### src/rtl/ssad_keep_pkg.sv
package ssad_keep_pkg;
  parameter int unsigned SLOTS  = 7;
  parameter int unsigned COST_W = 16;
  parameter int unsigned MVC_W  = 6;
  localparam int unsigned MV_W  = 2 * MVC_W;
endpackage

### src/rtl/ssad_max_tree.sv
module ssad_max_tree #(
  parameter int unsigned N = 8,
  parameter int unsigned W = 16
) (
  input  logic [N*W-1:0] vals_i,
  output logic [W-1:0]   max_o
);
  localparam int unsigned LG = (N > 1) ? $clog2(N) : 1;
  localparam int unsigned P  = 1 << LG;

  logic [W-1:0] node [1:2*P-1];

  for (genvar l = 0; l < P; l++) begin : g_leaf
    if (l < N) begin : g_real
      assign node[P+l] = vals_i[l*W +: W];
    end else begin : g_pad
      assign node[P+l] = '0;
    end
  end

  for (genvar i = 1; i < P; i++) begin : g_node
    assign node[i] = (node[2*i] >= node[2*i+1]) ? node[2*i] : node[2*i+1];
  end

  assign max_o = node[1];
endmodule

### src/rtl/ssad_pick_first.sv
module ssad_pick_first #(
  parameter int unsigned N = 7
) (
  input  logic [N-1:0] req_i,
  output logic [N-1:0] gnt_o
);
  always_comb begin
    logic taken;
    taken = 1'b0;
    gnt_o = '0;
    for (int k = 0; k < N; k++) begin
      if (req_i[k] && !taken) begin
        gnt_o[k] = 1'b1;
        taken    = 1'b1;
      end
    end
  end
endmodule

### src/rtl/ssad_slot.sv
module ssad_slot #(
  parameter int unsigned COST_W = 16,
  parameter int unsigned MV_W   = 12
) (
  input  logic              clk_i,
  input  logic              rst_ni,
  input  logic              clr_i,
  input  logic              load_i,
  input  logic [COST_W-1:0] cost_i,
  input  logic [MV_W-1:0]   mv_i,
  output logic [COST_W-1:0] cost_o,
  output logic [MV_W-1:0]   mv_o
);
  always_ff @(posedge clk_i or negedge rst_ni) begin
    if (!rst_ni) begin
      cost_o <= '1;
      mv_o   <= '0;
    end else if (clr_i) begin
      cost_o <= '1;
      mv_o   <= '0;
    end else if (load_i) begin
      cost_o <= cost_i;
      mv_o   <= mv_i;
    end
  end
endmodule

### src/rtl/ssad_keep_top.sv
module ssad_keep_top
  import ssad_keep_pkg::*;
#(
  parameter int unsigned SLOTS_P  = SLOTS,
  parameter int unsigned COST_WP  = COST_W,
  parameter int unsigned MVC_WP   = MVC_W
) (
  input  logic                      clk_i,
  input  logic                      rst_ni,
  input  logic                      clr_i,
  input  logic                      vld_i,
  input  logic [COST_WP-1:0]        cost_i,
  input  logic [MVC_WP-1:0]         mvx_i,
  input  logic [MVC_WP-1:0]         mvy_i,
  input  logic                      fin_i,
  output logic [SLOTS_P*2*MVC_WP-1:0] mv_o,
  output logic                      done_o
);
  localparam int unsigned VW = 2 * MVC_WP;
  localparam int unsigned NT = SLOTS_P + 1;

  logic [COST_WP-1:0]         cost_in;
  logic [SLOTS_P*COST_WP-1:0] cost_flat;
  logic [NT*COST_WP-1:0]      tree_in;
  logic [COST_WP-1:0]         cost_max;
  logic [SLOTS_P-1:0]         eq_flag;
  logic [SLOTS_P-1:0]         rep_oh;
  logic                       evict;

  // invalid cycles present the sentinel so they can never win
  assign cost_in = vld_i ? cost_i : '1;
  assign tree_in = {cost_in, cost_flat};

  ssad_max_tree #(.N(NT), .W(COST_WP)) i_max (
    .vals_i (tree_in),
    .max_o  (cost_max)
  );

  for (genvar k = 0; k < SLOTS_P; k++) begin : g_eq
    assign eq_flag[k] = (cost_flat[k*COST_WP +: COST_WP] == cost_max);
  end

  // a newcomer tied with the maximum is not an improvement
  assign evict = (cost_in != cost_max);

  ssad_pick_first #(.N(SLOTS_P)) i_pick (
    .req_i (eq_flag & {SLOTS_P{evict}}),
    .gnt_o (rep_oh)
  );

  for (genvar k = 0; k < SLOTS_P; k++) begin : g_slot
    ssad_slot #(.COST_W(COST_WP), .MV_W(VW)) i_slot (
      .clk_i  (clk_i),
      .rst_ni (rst_ni),
      .clr_i  (clr_i),
      .load_i (rep_oh[k]),
      .cost_i (cost_in),
      .mv_i   ({mvx_i, mvy_i}),
      .cost_o (cost_flat[k*COST_WP +: COST_WP]),
      .mv_o   (mv_o[k*VW +: VW])
    );
  end

  always_ff @(posedge clk_i or negedge rst_ni) begin
    if (!rst_ni) done_o <= 1'b0;
    else         done_o <= fin_i && !clr_i;
  end
endmodule

### config.mk
export PLATFORM = sky130hd
export DESIGN_NAME = ssad_keep_top
export DESIGN_NICKNAME = d
export VERILOG_FILES = /design/src/rtl/ssad_keep_pkg.sv /design/src/rtl/ssad_max_tree.sv /design/src/rtl/ssad_pick_first.sv /design/src/rtl/ssad_slot.sv /design/src/rtl/ssad_keep_top.sv
export SDC_FILE = /design/constraint.sdc
export NUM_CORES = 1
export LEC_CHECK = 0
export ABC_CLOCK_PERIOD_IN_PS = 10900
export BUFFER_PORTS_ARGS = -buffer_cell sky130_fd_sc_hd__buf_2
export CAP_MARGIN = 20
export CORE_ASPECT_RATIO = 1.2
export CORE_MARGIN = 1
export CORE_UTILIZATION = 40
export DETAILED_ROUTE_END_ITERATION = 16
export GPL_TIMING_DRIVEN = 0
export SETUP_SLACK_MARGIN = 0.3
export SLEW_MARGIN = 20
export SYNTH_ARGS = -nofsm -noshare
export SYNTH_HDL_FRONTEND = slang
export SYNTH_SLANG_ARGS = --single-unit
export TNS_END_PERCENT = 5
### constraint.sdc
create_clock -name clk_i -period 10.9 [get_ports clk_i]
set_input_delay 1.09 -clock clk_i [delete_from_list [all_inputs] [get_ports clk_i]]
set_output_delay 1.09 -clock clk_i [all_outputs]
set_load 0.01 [all_outputs]
# Word level (Yosys, flattened, before mapping)
# Cells that the tools add are included.
# Widths: inputs -> output; s select.
dict set report totals {
  ff_bits 197
  latch_bits 0
  ram_bits 0
  romBits 0
  in_bits 33
  output_inout_bits 85
  wordCells 100
  n_memories 0
}
dict set report op_classes {
  n_addsub 0
  n_mul 0
  div_mod_pow 0
  magnitude_cmp 7
  n_eq_ne 8
  shifts 0
  muxes 48
  n_bitwise 1
  n_reduce_logical 21
}
# op n
set op_table {}
lappend op_table {{$mux 16} 22}
lappend op_table {{$mux 12} 14}
lappend op_table {{$eq 16x16->1} 7}
lappend op_table {{$ge 16x16->1} 7}
lappend op_table {{$ne 16x16->1} 1}
lappend op_table {{$reduce_bool 2->1} 7}
lappend op_table {{$mux 1} 12}
lappend op_table {{$and 7x7->7} 1}
lappend op_table {{$logic_and 1x1->1} 7}
lappend op_table {{$logic_not 1->1} 7}

# Longest topological paths before layout
dict set report logic_depth {
  ltp_word 30
  ltp_mapped 41
  mapped_depth_nobuf 31
}

# By module
# A second synthesis with hierarchy kept.
dict set report hier_totals {
  hier_cells 1446
  hier_area_um2 14496.4
}
# module instances cells_per_inst area_per_inst_um2 seq_area_each_um2
set by_module_without_submodules {}
lappend by_module_without_submodules {ssad_slot 7 91 1197.4 720.7}
lappend by_module_without_submodules {ssad_max_tree 1 547 4159.0 0.0}
lappend by_module_without_submodules {ssad_keep_top 1 253 1884.3 25.0}
lappend by_module_without_submodules {ssad_pick_first 1 9 71.3 0.0}

# Worst setup path after synthesis
# No wires, ideal clock.
dict set report synth_path {
  path_type {input to register}
  start {input vld_i}
  end {register g_slot[6].i_slot.mv_o[0]}
  setup_ns 0.123
  arrival_time_ns 9.350
  slack_ns 1.427
  cell_stages 35
  path_buffers 8
  cell_sequence {buf_2 -> nand2b_1 -> clkbuf_1 -> ha_1 -> nand2b_1 -> maj3_2 -> maj3_2 -> a211oi_4 -> mux2i_1 -> ha_1 -> a211o_1 -> o221a_2 -> o31ai_1 -> a21o_1 -> buf_2 -> a211oi_1 -> or2_2 -> clkbuf_1 -> ha_1 -> o211ai_1 -> o311ai_0 -> a211o_1 -> clkbuf_1 -> o21ai_0 -> o22ai_1 -> or2_2 -> buf_2 -> xor2_1 -> a2bb2oi_1 -> or4_4 -> nand4_4 -> or4_4 -> buf_6 -> buf_12 -> mux2i_1}
}
dict set report synth_between {
  elab_chain_cells 29
  word_cells_on_any_way 36
  cone_classes {3 x order compare; 8 x eq/ne; 11 x mux; 1 x bitwise; 13 x reduce/logical}
}
# item line
set synth_lines {}
lappend synth_lines {{from (decl)} ssad_keep_top.sv:11} ;# input logic vld_i,
lappend synth_lines {{$mux 16 *} ssad_keep_top.sv:31} ;# assign cost_in = vld_i ? cost_i : '1;
lappend synth_lines {{$ge 16x16->1} ssad_max_tree.sv:22} ;# assign node[i] = (node[2*i] >= node[2*i+1]) ? node[2*i] : node[2*i+1];
lappend synth_lines {{$mux 16} ssad_max_tree.sv:22}
lappend synth_lines {{$ge 16x16->1} ssad_max_tree.sv:22}
lappend synth_lines {{$mux 16} ssad_max_tree.sv:22}
lappend synth_lines {{$ge 16x16->1} ssad_max_tree.sv:22}
lappend synth_lines {{$mux 16} ssad_max_tree.sv:22}
lappend synth_lines {{$eq 16x16->1 or $ne 16x16->1 (tied branches)} {ssad_keep_top.sv:40, ssad_keep_top.sv:44}}
lappend synth_lines {{[13 not listed]} -}
lappend synth_lines {{$mux 1} ssad_pick_first.sv:12} ;# if (req_i[k] && !taken) begin
lappend synth_lines {{$logic_not 1->1} ssad_pick_first.sv:12}
lappend synth_lines {{$logic_and 1x1->1} ssad_pick_first.sv:12}
lappend synth_lines {{$mux 1} ssad_pick_first.sv:12}
lappend synth_lines {{$logic_not 1->1} ssad_pick_first.sv:12}
lappend synth_lines {{$logic_and 1x1->1 *} ssad_pick_first.sv:12}
lappend synth_lines {{$mux 1 *} ssad_pick_first.sv:12}
lappend synth_lines {{$reduce_bool 2->1 (no source line) *} -}
lappend synth_lines {{to (signal assigned)} ssad_slot.sv:23} ;# mv_o <= mv_i;
lappend synth_lines {{to (decl)} ssad_slot.sv:12} ;# output logic [MV_W-1:0] mv_o
# Every way passes the cells marked *; elsewhere a longest branch is shown, timed or not.
# A chain may end at the register's enable or synchronous reset.

# Worst setup path after layout
dict set report layout_path {
  start {input vld_i}
  end {register g_slot[4].i_slot.mv_o[5]}
}
dict set report layout_between {
  elab_chain_cells 23
  word_cells_on_any_way 28
  cone_classes {3 x order compare; 6 x eq/ne; 9 x mux; 1 x bitwise; 9 x reduce/logical}
}
# item line
set layout_lines {}
lappend layout_lines {{$mux 16 *} ssad_keep_top.sv:31}
lappend layout_lines {{$ge 16x16->1} ssad_max_tree.sv:22}
lappend layout_lines {{$mux 16} ssad_max_tree.sv:22}
lappend layout_lines {{$ge 16x16->1} ssad_max_tree.sv:22}
lappend layout_lines {{$mux 16} ssad_max_tree.sv:22}
lappend layout_lines {{$ge 16x16->1} ssad_max_tree.sv:22}
lappend layout_lines {{$mux 16} ssad_max_tree.sv:22}
lappend layout_lines {{$eq 16x16->1 or $ne 16x16->1 (tied branches)} {ssad_keep_top.sv:40, ssad_keep_top.sv:44}}
lappend layout_lines {{[7 not listed]} -}
lappend layout_lines {{$mux 1} ssad_pick_first.sv:12}
lappend layout_lines {{$logic_not 1->1} ssad_pick_first.sv:12}
lappend layout_lines {{$logic_and 1x1->1} ssad_pick_first.sv:12}
lappend layout_lines {{$mux 1} ssad_pick_first.sv:12}
lappend layout_lines {{$logic_not 1->1} ssad_pick_first.sv:12}
lappend layout_lines {{$logic_and 1x1->1 *} ssad_pick_first.sv:12}
lappend layout_lines {{$mux 1 *} ssad_pick_first.sv:12}
lappend layout_lines {{$reduce_bool 2->1 (no source line) *} -}
lappend layout_lines {{to (signal assigned)} ssad_slot.sv:23}
lappend layout_lines {{to (decl)} ssad_slot.sv:12}
# Marks and branches as above.

==> metrics.md <==
| Metric | Value |
|---|---|
| Outcome | complete, no violations |
| First-pass GRT wire length | 88300 um |
| Vias per cell | between 6 and 7 |
| Fill count | 3645 |
| Slew HR | 0.232 |
| Post-synthesis average cell area | 9.33 um^2 |
| Setup ws final | 0.572 ns |
| Pin count of the biggest net entering global routing | 100 |
| Main flop type after synthesis | dfstp_2 |
| Post-synth ARST share | 1.00 |
| DRT Pass-1 Iters | 5 |
| Register Area | approximately 0.0051 mm^2 |
| Final Setup Violations | 0 |
| Cells on worst reg2reg path | 34 |
| Buf/Inv on CP | 10 |
| Final number of hold-violating endpoints | 0 |
| WP data required | 11.30 ns |
| Initial antenna violation count | 0 |
| DRT antenna net count | 0 |
| CP Depth | 36 |
| Hold_ws | roughly 0.46 ns |
| Minimum clock period | 10.33 ns |
| Area occupied by multi-input gates | 0.00928 mm^2 |
| Seq cells post-synth | 197 |
| Cells after Synth | 1618 |
| HPWL after DPL | 44800 um |
| CTS Buf Count | 17 |
| Post-synthesis compound-gate area fraction | 0.159 |
| Critical path capture point type | flop |
| Seq/Total Area, Yosys | 0.336 |
| Pre-CTS setup slack | -2.15 ns |
| Mapped cell area | roughly 0.015 mm^2 |
| Crit path max-delay family | compound AO/OA/AOI/OAI gates |
| Io pins | about 120 |
| Initial core utilization | 0.408 |
| Worst skew pair latency | ~0.47 ns |
| Reg clk slew, reported paths | 0.08 ns |
| CP max stage cell | mux2i_4 |
| Ys Warns | 0 |
| Die area | 0.0385 mm^2 |
| Row cnt | 77 |
| GP Congestion | 0.971 |
| Worst Skew | 0.00918 ns |
| Clk sink count | around 200 |
| Mux cell area share after synthesis | 0.124 |
| Adder-cell area share of the yosys netlist | 0.0927 |
| Fmax | 96.8 MHz |
| Syn nets | 1761 |
| Slew Viols, Final | 0 |
| Min-delay worst type | in2async |
| Worst Path Arrival | 10.72 ns |
| Final period util | 0.948 |
| Crit path to | g_slot[4].i_slot.mv_o[5]$_DFFE_PN0P_ |
| Die width | 179 um |
| Nets | 1912 |
| Initial DRC count | 1144 |
| Remaining DRCs | 0 |
| Largest family of logic cells by synthesized area | compound AO/OA/AOI/OAI gates |
| Core area | 0.0370 mm^2 |
| Area Growth Syn to Fin | 14.0% |
| Number of enable flip-flop cells after synthesis | 0 |
| R2r endpoint | g_slot[4].i_slot.mv_o[5]$_DFFE_PN0P_ |
| DIE HEIGHT | around 210 um |
| Setup CP Type | in2reg |
| Vias | 13600 |
| Worst Max-Slew Pin Slew | 1.12 ns |
| Crit path from | vld_i |
| Avg WL per Cell | about 26 um |
| Port Buffers | 117 |
| Total Routing Usage GR | 0.314 |
| ANT cells | 0 |
| Number of global-route vias before repair | 13700 |
| Slowest stage delay, CP | 0.61 ns |
| RR Startpoint | g_slot[3].i_slot.cost_o[15]$_DFFE_PN1P_ |
| Max Fanout on Critical Path | 10 |
| Clock tree buffer depth | 2 |
| # hold bufs at CTS | 0 |
| Cell area after placement | 0.0164 mm^2 |
| Post-route cell area | approximately 0.017 mm^2 |
| Residual overflow from global routing | 0 |
| CP Launch Type | input pin |
| Simple-gate share of the synthesized area | 0.135 |
| Maxcap violations | 0 |
| Routed WL | 59000 um |
| Synth Area in XOR/XNOR | 0.0951 |
| RSZ-0062 raised after global routing | yes |
| TritonCTS clock tree | done |
| Synth cell types | just under 80 |
| Layout cell share with drive strength beyond 1 | 0.219 |
| Root buffer cell | clkbuf_16 |
| R2r setup slk | 0.66 ns |
| Htree depth | 4 |
timing repair:
item / CTS / global route
setup buffers: 6 / 7
gates resized for setup: 31 / 29
endpoints found under the setup margin: 196 / 196
cloned: 0 / 0
pin swaps: 2 / 2
cell usage in the layout, fill, tap and decap left out, types with 5 or more instances in the layout:
| cell type | synthesis | routed |
|---|---|---|
| mux2i_1 | 162 | 155 |
| buf_1 | 6 | 6 |
| and2_1 | 11 | 11 |
| a21o_1 | 20 | 20 |
| a211o_1 | 16 | 16 |
| nor2_1 | 106 | 105 |
| o41ai_1 | 5 | 5 |
| nor3_1 | 11 | 11 |
| buf_6 | 5 | 6 |
| dfstp_2 | 112 | 112 |
| a21oi_1 | 82 | 82 |
| clkbuf_2 | 0 | 11 |
| o21a_1 | 16 | 16 |
| buf_2 | 16 | 128 |
| nand3_1 | 57 | 57 |
| inv_1 | 99 | 94 |
| o21ai_1 | 8 | 8 |
| ha_1 | 110 | 110 |
| nand2b_1 | 21 | 13 |
| o311ai_0 | 30 | 29 |
| a211oi_1 | 16 | 14 |
| and3_1 | 7 | 7 |
| nand2b_2 | 0 | 7 |
| xnor2_1 | 112 | 112 |
| a2111oi_0 | 9 | 7 |
| o211ai_1 | 30 | 30 |
| o21ai_0 | 91 | 91 |
| mux2i_4 | 5 | 5 |
| clkbuf_4 | 0 | 6 |
| mux2i_2 | 7 | 14 |
| buf_4 | 8 | 22 |
| nand4_1 | 29 | 29 |
| xor2_1 | 50 | 50 |
| clkbuf_16 | 0 | 17 |
| dfrtp_1 | 85 | 85 |
| and4_1 | 5 | 5 |
| clkbuf_1 | 64 | 51 |
| nor4_1 | 23 | 20 |
| nand2_1 | 111 | 110 |
cell usage after synthesis (21+ instances only):
cell type	count	area share
xnor2_1	112	0.065
nand2_1	111	0.028
xor2_1	50	0.029
o211ai_1	30	0.015
nand3_1	57	0.019
dfrtp_1	85	0.14
dfstp_2	112	0.19
nor4_1	23	0.0095
mux2i_1	162	0.11
nand2b_1	21	0.0087
o21ai_0	91	0.030
inv_1	99	0.025
nor2_1	106	0.026
ha_1	110	0.091
a21oi_1	82	0.027
clkbuf_1	64	0.016
o311ai_0	30	0.017
nand4_1	29	0.012
final cells by class:
type | count | area share
Multi-Input combinational cell | 1220 | 0.539
Tap cell | 474 | 0.0345
Timing Repair Buffer | 133 | 0.0439
Inverter | 100 | 0.0225
Clock buffer | 20 | 0.0259
Clock inverter | 12 | 0.00850
Buffer | 100 | 0.0310
Sequential cell | 197 | 0.295
cells by family after synthesis:
group / count (synthesis)
simple gates: 406
compound gates: 361
buf+inv: 201
flops: 197
mux: 178
xor+xnor: 163
fa+ha+maj: 112
sequential cells by signal, summed over array words and instances (netlist names):
name,cells
g_slot.i_slot.cost_o,112
g_slot.i_slot.mv_o,84
done_o,1
metrics by stage:
step	utilization	cells	setup TNS [ns]
6_report	0.465	2256	0
3_3_place_gp	0.440	2209	-335.27
2_1_floorplan	-	1618	0
3_5_place_dp	0.442	2212	-332.66
5_1_grt	0.465	2256	0
4_1_cts	0.462	2249	0
per-layer routing:
metal  wire (um)  track usage
met5           0            0
met4        3820        0.187
met3        4280       0.0586
met2       27700        0.507
met1       23200        0.386
worst reg2reg max path, delay by kind of cell, from the launching register on:
family	cells	cell delay (ns)
and+or+nand+nor	8	2.18
DFF	1	0.63
adders and majority gates	3	0.96
xor gates and xnor gates	1	0.28
AOI/OAI and AO/OA	13	2.48
buffers and inverters	7	2.23
muxes	2	1.38
how the worst min path moves through the flow:
stage                                                         to                                   start
after detailed placement   g_slot[0].i_slot.mv_o[10]$_DFFE_PN0P_   g_slot[0].i_slot.mv_o[10]$_DFFE_PN0P_
after global placement      g_slot[1].i_slot.mv_o[1]$_DFFE_PN0P_    g_slot[1].i_slot.mv_o[1]$_DFFE_PN0P_
after floorplan           g_slot[5].i_slot.cost_o[2]$_DFFE_PN1P_  g_slot[5].i_slot.cost_o[2]$_DFFE_PN1P_
final                       g_slot[1].i_slot.mv_o[3]$_DFFE_PN0P_                                  rst_ni
after global routing        g_slot[1].i_slot.mv_o[3]$_DFFE_PN0P_                                  rst_ni
after CTS                   g_slot[1].i_slot.mv_o[3]$_DFFE_PN0P_                                  rst_ni
Power is not shown: default switching activity piles up to over one toggle a cycle in this logic, so the estimate is an artifact.
